`src/rtl/pgchk_pkg.sv`:
```
package pgchk_pkg;
  localparam int PG_PRES  = 0;
  localparam int PG_WR    = 1;
  localparam int PG_USR   = 2;
  localparam int PG_ACC   = 5;
  localparam int PG_DRT   = 6;
  localparam int PG_LARGE = 7;

  localparam int EC_W    = 5;
  localparam int EC_PRES = 0;
  localparam int EC_WR   = 1;
  localparam int EC_USR  = 2;
  localparam int EC_RSV  = 3;
  localparam int EC_EXE  = 4;

  localparam int LEVELS = 2;

  typedef struct packed {
    logic nx;
    logic rsvd;
    logic usr;
    logic wr;
    logic pres;
  } entryAttr_t;

  typedef struct packed {
    logic present;
    logic malformed;
    logic userDeny;
    logic writeDeny;
    logic execDeny;
  } lvlVerdict_t;

  typedef struct packed {
    logic fault;
    logic clrPresent;
    logic setRsvd;
    logic setDirA;
    logic setDirD;
    logic setLeafA;
    logic setLeafD;
    logic illegal;
  } chkStrobe_t;
endpackage

```
`src/rtl/pgchk_level.sv`:
```
module pgchk_level
  import pgchk_pkg::*;
(
  input  entryAttr_t  attr,
  input  logic        accUser,
  input  logic        accWrite,
  input  logic        accFetch,
  input  logic        wpEnable,
  input  logic        nxEnable,
  output lvlVerdict_t verdict
);
  always_comb begin
    verdict.present   = attr.pres;
    verdict.malformed = attr.rsvd | (attr.nx & ~nxEnable);
    verdict.userDeny  = accUser & ~attr.usr;
    verdict.writeDeny = accWrite & ~attr.wr & (wpEnable | accUser);
    verdict.execDeny  = accFetch & attr.nx;
  end
endmodule

```
`src/rtl/pgchk_ctrl.sv`:
```
module pgchk_ctrl
  import pgchk_pkg::*;
(
  input  entryAttr_t dirAttr,
  input  entryAttr_t leafAttr,
  input  logic       dirLarge,
  input  logic       accUser,
  input  logic       accWrite,
  input  logic       accFetch,
  input  logic       wpEnable,
  input  logic       nxEnable,
  output chkStrobe_t strobe
);
  entryAttr_t  lvlAttr [LEVELS];
  lvlVerdict_t lvlVerd [LEVELS];
  logic        lvlDeny [LEVELS];

  assign lvlAttr[0] = dirAttr;
  assign lvlAttr[1] = leafAttr;

  generate
    for (genvar g = 0; g < LEVELS; g++) begin : g_lvl
      pgchk_level u_level (
        .attr     (lvlAttr[g]),
        .accUser  (accUser),
        .accWrite (accWrite),
        .accFetch (accFetch),
        .wpEnable (wpEnable),
        .nxEnable (nxEnable),
        .verdict  (lvlVerd[g])
      );
      assign lvlDeny[g] = ~lvlVerd[g].present | lvlVerd[g].malformed |
                          lvlVerd[g].userDeny | lvlVerd[g].writeDeny |
                          lvlVerd[g].execDeny;
    end
  endgenerate

  logic illegal, dirUsable, leafChecked, anyFault;

  always_comb begin
    illegal     = accFetch & accWrite;
    dirUsable   = lvlVerd[0].present & ~lvlVerd[0].malformed;
    leafChecked = dirUsable & ~dirLarge;
    anyFault    = lvlDeny[0] | (leafChecked & lvlDeny[1]);

    strobe.illegal    = illegal;
    strobe.fault      = ~illegal & anyFault;
    strobe.clrPresent = ~illegal & (~lvlVerd[0].present |
                                    (leafChecked & ~lvlVerd[1].present));
    strobe.setRsvd    = ~illegal &
                        ((lvlVerd[0].present & lvlVerd[0].malformed) |
                         (leafChecked & lvlVerd[1].present & lvlVerd[1].malformed));
    strobe.setDirA    = ~illegal & ~anyFault;
    strobe.setDirD    = ~illegal & ~anyFault & dirLarge & accWrite;
    strobe.setLeafA   = ~illegal & ~anyFault & ~dirLarge;
    strobe.setLeafD   = ~illegal & ~anyFault & ~dirLarge & accWrite;
  end
endmodule

```
`config.mk`:
```
export PLATFORM = sky130hd
export DESIGN_NAME = pgchk_ctrl
export DESIGN_NICKNAME = d
export VERILOG_FILES = /design/src/rtl/pgchk_pkg.sv /design/src/rtl/pgchk_level.sv /design/src/rtl/pgchk_ctrl.sv
export SDC_FILE = /design/constraint.sdc
export NUM_CORES = 1
export LEC_CHECK = 0
export BUFFER_PORTS_ARGS = -buffer_cell sky130_fd_sc_hd__clkbuf_2
export CAP_MARGIN = 20
export CORE_AREA = 2 2 39 41
export DETAILED_ROUTE_END_ITERATION = 12
export DIE_AREA = 0 0 41 43
export GPL_ROUTABILITY_DRIVEN = 0
export PLACE_DENSITY_LB_ADDON = 0.08
export SLEW_MARGIN = 20
export SYNTH_ARGS = -nofsm -noshare
export SYNTH_HDL_FRONTEND = slang
export SYNTH_SLANG_ARGS = --single-unit
```
`constraint.sdc`:
```
create_clock -name vclk -period 1.4
set_input_delay 0.21 -clock vclk [all_inputs]
set_output_delay 0.21 -clock vclk [all_outputs]
set_load 0.02 [all_outputs]
```
==> metrics.md, run 1 <==
| Metric | Value |
|---|---|
| Status | finished with violations |
| Failing checks | setup timing |
| Initial DRC count | 2 |
| Slew HR | 0.828 |
| End of the worst hold path | strobe[6] |
| All-layer global routing usage | 0.0860 |
| Synthesized Nets | 45 |
| Critical Path RT | 1.19 ns |
| Nets@finish | 77 |
| Final WL | 751 um |
| Clock buffer count | 0 |
| Slew @ Worst Pin | 0.258 ns |
| Drt wl/cell | 10.0 um |
| Vias in the first global route | 284 |
| RSZ-0062 raised after global routing | yes |
| First-pass GRT wire length | 1120 um |
| Placed cell areas | 374 um2 |
| Residual DRC count | 0 |
| Cells after synthesis | 29 |
| Max Transition Viols Final | 0 |
| Final setup viols | 3 |
| Largest net degree at the start of global routing | 6 |
| GRT Residual Overflow | 0 |
| Critical Path Fanout Max | 2 |
| Synth top area share | 0.130 |
| Max VDD drop | 0.0000771 V |
| Worst setup SP type | primary input |
| Fin crit share | 1.07 |
| Final Hold Fails | 0 |
| Worst hold path class | primary input to primary output |
| Core ar. | 1380 um2 |
| Ys Warns | 0 |
| CP arrival | 1.29 ns |
| Hold path start | dirAttr[0] |
| Fin worst setup slack | -0.0956 ns |
| Mapped Area | 211 um2 |
| Sequential cells | 0 |
| Power Density | 261 nW/um2 |
| Layout cells sized above 1 | 0.763 |
| Via density | 4.32 |
| Boundary pin count | 24 |
| Leak | 0.269 nW |
| Via total after detailed routing | 324 |
| Die Area | 1760 um2 |
| Final setup TNS | -0.177 ns |
| Diodes inserted | 0 |
| Top cells by area in the synthesized netlist | a2111oi_4 (13%), a21oi_1 (7.1%), nand2b_4 (6.5%) |
| Pre-Repair DR Iteration Count | 2 |
| Post-route ant nets | 0 |
| Seq. cell area | 0 um2 |
| Synth-to-Final Area Change | 135% |
| Filler Cell Count | 157 |
| Area leader, netlist | a2111oi_4 |
| Hold path depth | 3 |
| Netlist cell types | 24 |
| Initial Util | 0.153 |
| Register area share after synthesis | 0 |
| Setup WS pre-CTS | -0.138 ns |
| Die Ht | 43 um |
| Antenna violations before repair | 0 |
| Fin area | 497 um2 |
| Mean post-synth cell area | 7.29 um2 |
| Die width | 41 um |
| Most frequent cells in the layout | clkbuf_2 (16), buf_4 (8), buf_8 (4) |
| # port buffers | 24 |
| Fmax | 669 MHz |
| Final Core Density | 0.359 |
| Max Cap Violations | 0 |
| Crit path kind | primary input to primary output |
| Setup crit end kind | primary output |
| Hpwl dp | 644 um |
| Min Tclk post-route | 1.50 ns |
| # rows | 14 |
| Most common cell after layout, fill and taps aside | clkbuf_2 |
-- kinds of logic after synthesis --
logic type,count (synthesis),share of synthesized area
AND/OR/NAND/NOR,17,0.562
buffers and inverters,4,0.0888
AO/OA/AOI/OAI,8,0.349
-- area by class of cell --
class / count / area (um2) / share of cell area
timing repair buffer: 31 / 239 / 0.481
multi-input combinational: 25 / 226 / 0.456
tap: 16 / 20.0 / 0.0403
inverter: 3 / 11.3 / 0.0227
-- report_power, final --
part / internal, mW / switching (mW) / total [mW]
clock network: 0 / 0 / 0
logic: 0.0709 / 0.0589 / 0.130
registers: 0 / 0 / 0
-- cell usage after synthesis (all sizes together) --
library cell,instances
nor2b,1
nor3,2
nand3,1
a2111oi,1
nor3b,1
o21ai,1
and4b,2
nand2,2
and3,2
a21oi,3
inv,3
nor2,1
or2,1
a21o,2
buf,1
o211a,1
and2,1
or3,1
nand2b,2
-- worst max-delay path by stage --
stage	endpoint	from	slack [ns]
6_report	strobe[2]	accFetch	-0.1
5_1_grt	strobe[2]	accFetch	-0.15
4_1_cts	strobe[2]	accUser	-0.10
3_5_place_dp	strobe[2]	accFetch	-0.14
3_3_place_gp	strobe[2]	accFetch	-0.16
2_1_floorplan	strobe[2]	accFetch	0.05
-- critical path, cell delays in order --
cell and delay [ns]:
buf_8 0.10, nand2b_4 0.13, a2111oi_4 0.29, and2_4 0.19
and4b_1 0.21, clkbuf_8 0.15
-- per-layer routing --
layer,vias to the layer above,track usage,share of wire
met5,-,0,0
li1,166,-,-
met2,10,0.153,0.52
met3,0,0.00524,0.056
met4,0,0,0
met1,148,0.114,0.42
-- through the flow --
step                hold slack, ns  std cells  power [mW]
floorplan                    0.549         29      0.0493
global placement             0.751         72       0.102
detailed placement           0.751         72       0.100
CTS                          0.773         74       0.122
global route                 0.784         75       0.140
finish                       0.762         75       0.130
-- repair_timing --
action,4_1_cts,5_1_grt
setup buffers,2,1
gates resized for setup,18,11
hold buffers,0,0
pin swaps,8,4
endpoints found under the setup margin,6,6
Note: power is estimated with default switching activity, not from simulation.
==> run 2: changes to the inputs <==
--- a/config.mk
+++ b/config.mk
@@ -12,6 +12,7 @@
 export DIE_AREA = 0 0 41 43
 export GPL_ROUTABILITY_DRIVEN = 0
 export PLACE_DENSITY_LB_ADDON = 0.08
+export SKIP_LAST_GASP = 1
 export SLEW_MARGIN = 20
 export SYNTH_ARGS = -nofsm -noshare
 export SYNTH_HDL_FRONTEND = slang
==> run 2 against run 1 <==
Count of clock-buffer cells in the layout unchanged. The run still ends with setup timing left. Non-clock buffer count stayed put. Sequential cell count did not move. Wire length is 0.13% lower. Design area shrank 1.8%.
==> metrics.md, run 2 (synthesized netlist as in run 1, its figures left out) <==
| Metric | Value |
|---|---|
| Vias in the first global route | 278 (-2.1%) |
| Hold path start | dirAttr[0] |
| Area occupied by multi-input gates | 226 um2 (unchanged) |
| Residual DRC count | 0 (unchanged) |
| Fin area | 488 um2 (-1.8%) |
| GRT Residual Overflow | 0 (unchanged) |
| Worst setup SP type | primary input |
| Layout cells sized above 1 | 0.763 (unchanged) |
| Setup crit end kind | primary output |
| Most frequent cells in the layout | clkbuf_2 (16), buf_4 (8), clkbuf_8 (3) |
| Worst hold path class | primary input to primary output |
| Clock buffer count | 0 (unchanged) |
| Max VDD drop | 0.0000737 V (-4.5%) |
| Filler Cell Count | 155 (-1.3%) |
| Fin worst setup slack | -0.0958 ns (-0.000201 ns) |
| Leak | 0.266 nW (-0.96%) |
| Fmax | 669 MHz (about the same) |
| Final Hold Fails | 0 (unchanged) |
| Min Tclk post-route | 1.50 ns (+0.000201 ns) |
| First-pass GRT wire length | 1110 um (-1.2%) |
| Max Cap Violations | 0 (unchanged) |
| Boundary pin count | 24 (unchanged) |
| CP arrival | 1.29 ns (about the same) |
| Largest net degree at the start of global routing | 6 (unchanged) |
| # port buffers | 24 (unchanged) |
| RSZ-0062 raised after global routing | yes |
| Post-route ant nets | 0 (unchanged) |
| # rows | 14 (unchanged) |
| Critical Path RT | 1.19 ns (about the same) |
| Initial DRC count | 3 (+1) |
| Slew HR | 0.828 (unchanged) |
| Core ar. | 1380 um2 (unchanged) |
| Final Power | 0.128 mW (-1.3%) |
| Critical Path Fanout Max | 2 (unchanged) |
| Hpwl dp | 644 um (unchanged) |
| Diodes inserted | 0 (unchanged) |
| Die Area | 1760 um2 (unchanged) |
| Via density | 4.29 (-0.62%) |
| Crit path kind | primary input to primary output |
| Placed cell areas | 374 um2 (unchanged) |
| Seq. cell area | 0 um2 (unchanged) |
| Sequential cells | 0 (unchanged) |
| Die width | 41 um (unchanged) |
| Die Ht | 43 um (unchanged) |
| Pre-Repair DR Iteration Count | 2 (unchanged) |
| Final setup viols | 3 (unchanged) |
| Via total after detailed routing | 322 (-0.62%) |
| Most common cell after layout, fill and taps aside | clkbuf_2 |
| Fin crit share | 1.07 (about the same) |
| Status | finished with violations |
| Final WL | 750 um (-0.13%) |
| Nets@finish | 77 (unchanged) |
| Drt wl/cell | 10.0 um (-0.13%) |
| Power Density | 263 nW/um2 (+0.47%) |
| Hold path depth | 3 (unchanged) |
| Failing checks | setup timing |
| Synth-to-Final Area Change | 131% |
| All-layer global routing usage | 0.0850 (-0.00100) |
| End of the worst hold path | strobe[6] |
| Slew @ Worst Pin | 0.258 ns (unchanged) |
| Initial Util | 0.153 (unchanged) |
| Max Transition Viols Final | 0 (unchanged) |
| Antenna violations before repair | 0 (unchanged) |
-- run 2: changes by cell type in the layout (fill, tap and decap cells not counted) --
cell,before,now
clkbuf_8,2,3
clkbuf_4,0,1
buf_8,4,2
-- run 2: area by class of cell --
cell class | count | area share
multi-input cells | 25 | 0.464
repair buffers | 31 | 0.472
well taps | 16 | 0.0410
inverters | 3 | 0.0231
-- run 2: metrics by stage --
step | hold slack, ns | setup WS (ns) | setup TNS [ns] | utilization | cells
final | 0.762 | -0.0958 | -0.178 | 0.353 | 75
after detailed placement | 0.751 | -0.138 | -0.536 | 0.270 | 72
after global placement | 0.751 | -0.158 | -0.558 | 0.270 | 72
after global routing | 0.784 | -0.146 | -0.352 | 0.353 | 75
after floorplan | 0.549 | 0.0455 | 0 | - | 29
after CTS | 0.773 | -0.103 | -0.285 | 0.339 | 74
-- run 2: how the worst max path moves through the flow --
| stage | startpoint | end | slack (ns) | cells after the start |
|---|---|---|---|---|
| finish | accFetch | strobe[2] | -0.1 | 6 |
| global route | accFetch | strobe[2] | -0.15 | 6 |
| CTS | accUser | strobe[2] | -0.10 | 6 |
| detailed placement | accFetch | strobe[2] | -0.14 | 6 |
| global placement | accFetch | strobe[2] | -0.16 | 6 |
| floorplan | accFetch | strobe[2] | 0.05 | 4 |
-- run 2: worst max-delay path: stages --
cell       delay [ns]
buf_8            0.10
nand2b_4         0.13
a2111oi_4        0.29
and2_4           0.19
and4b_1          0.21
clkbuf_8         0.15
-- run 2: timing repair --
item / in CTS / in global routing
resized for setup: 17 / 9
setup endpoints to repair: 6 / 6
hold endpoints to repair: 0 / 0
buffers inserted: 2 / 1
pin swaps: 8 / 4
hold buffers: 0 / 0
-- run 2: metal layers --
metal,vias up,share of wire,track usage
met3,0,0.063,0.00524
li1,166,-,-
met1,146,0.42,0.111
met5,-,0,0
met2,10,0.51,0.153
met4,0,0,0
-- run 2: report_power, final --
part           total (mW)  leakage [nW]  switching (mW)  internal [mW]
Sequential              0             0               0              0
Clock                   0             0               0              0
Combinational       0.128         0.266          0.0587         0.0694
Total               0.128         0.266          0.0587         0.0694
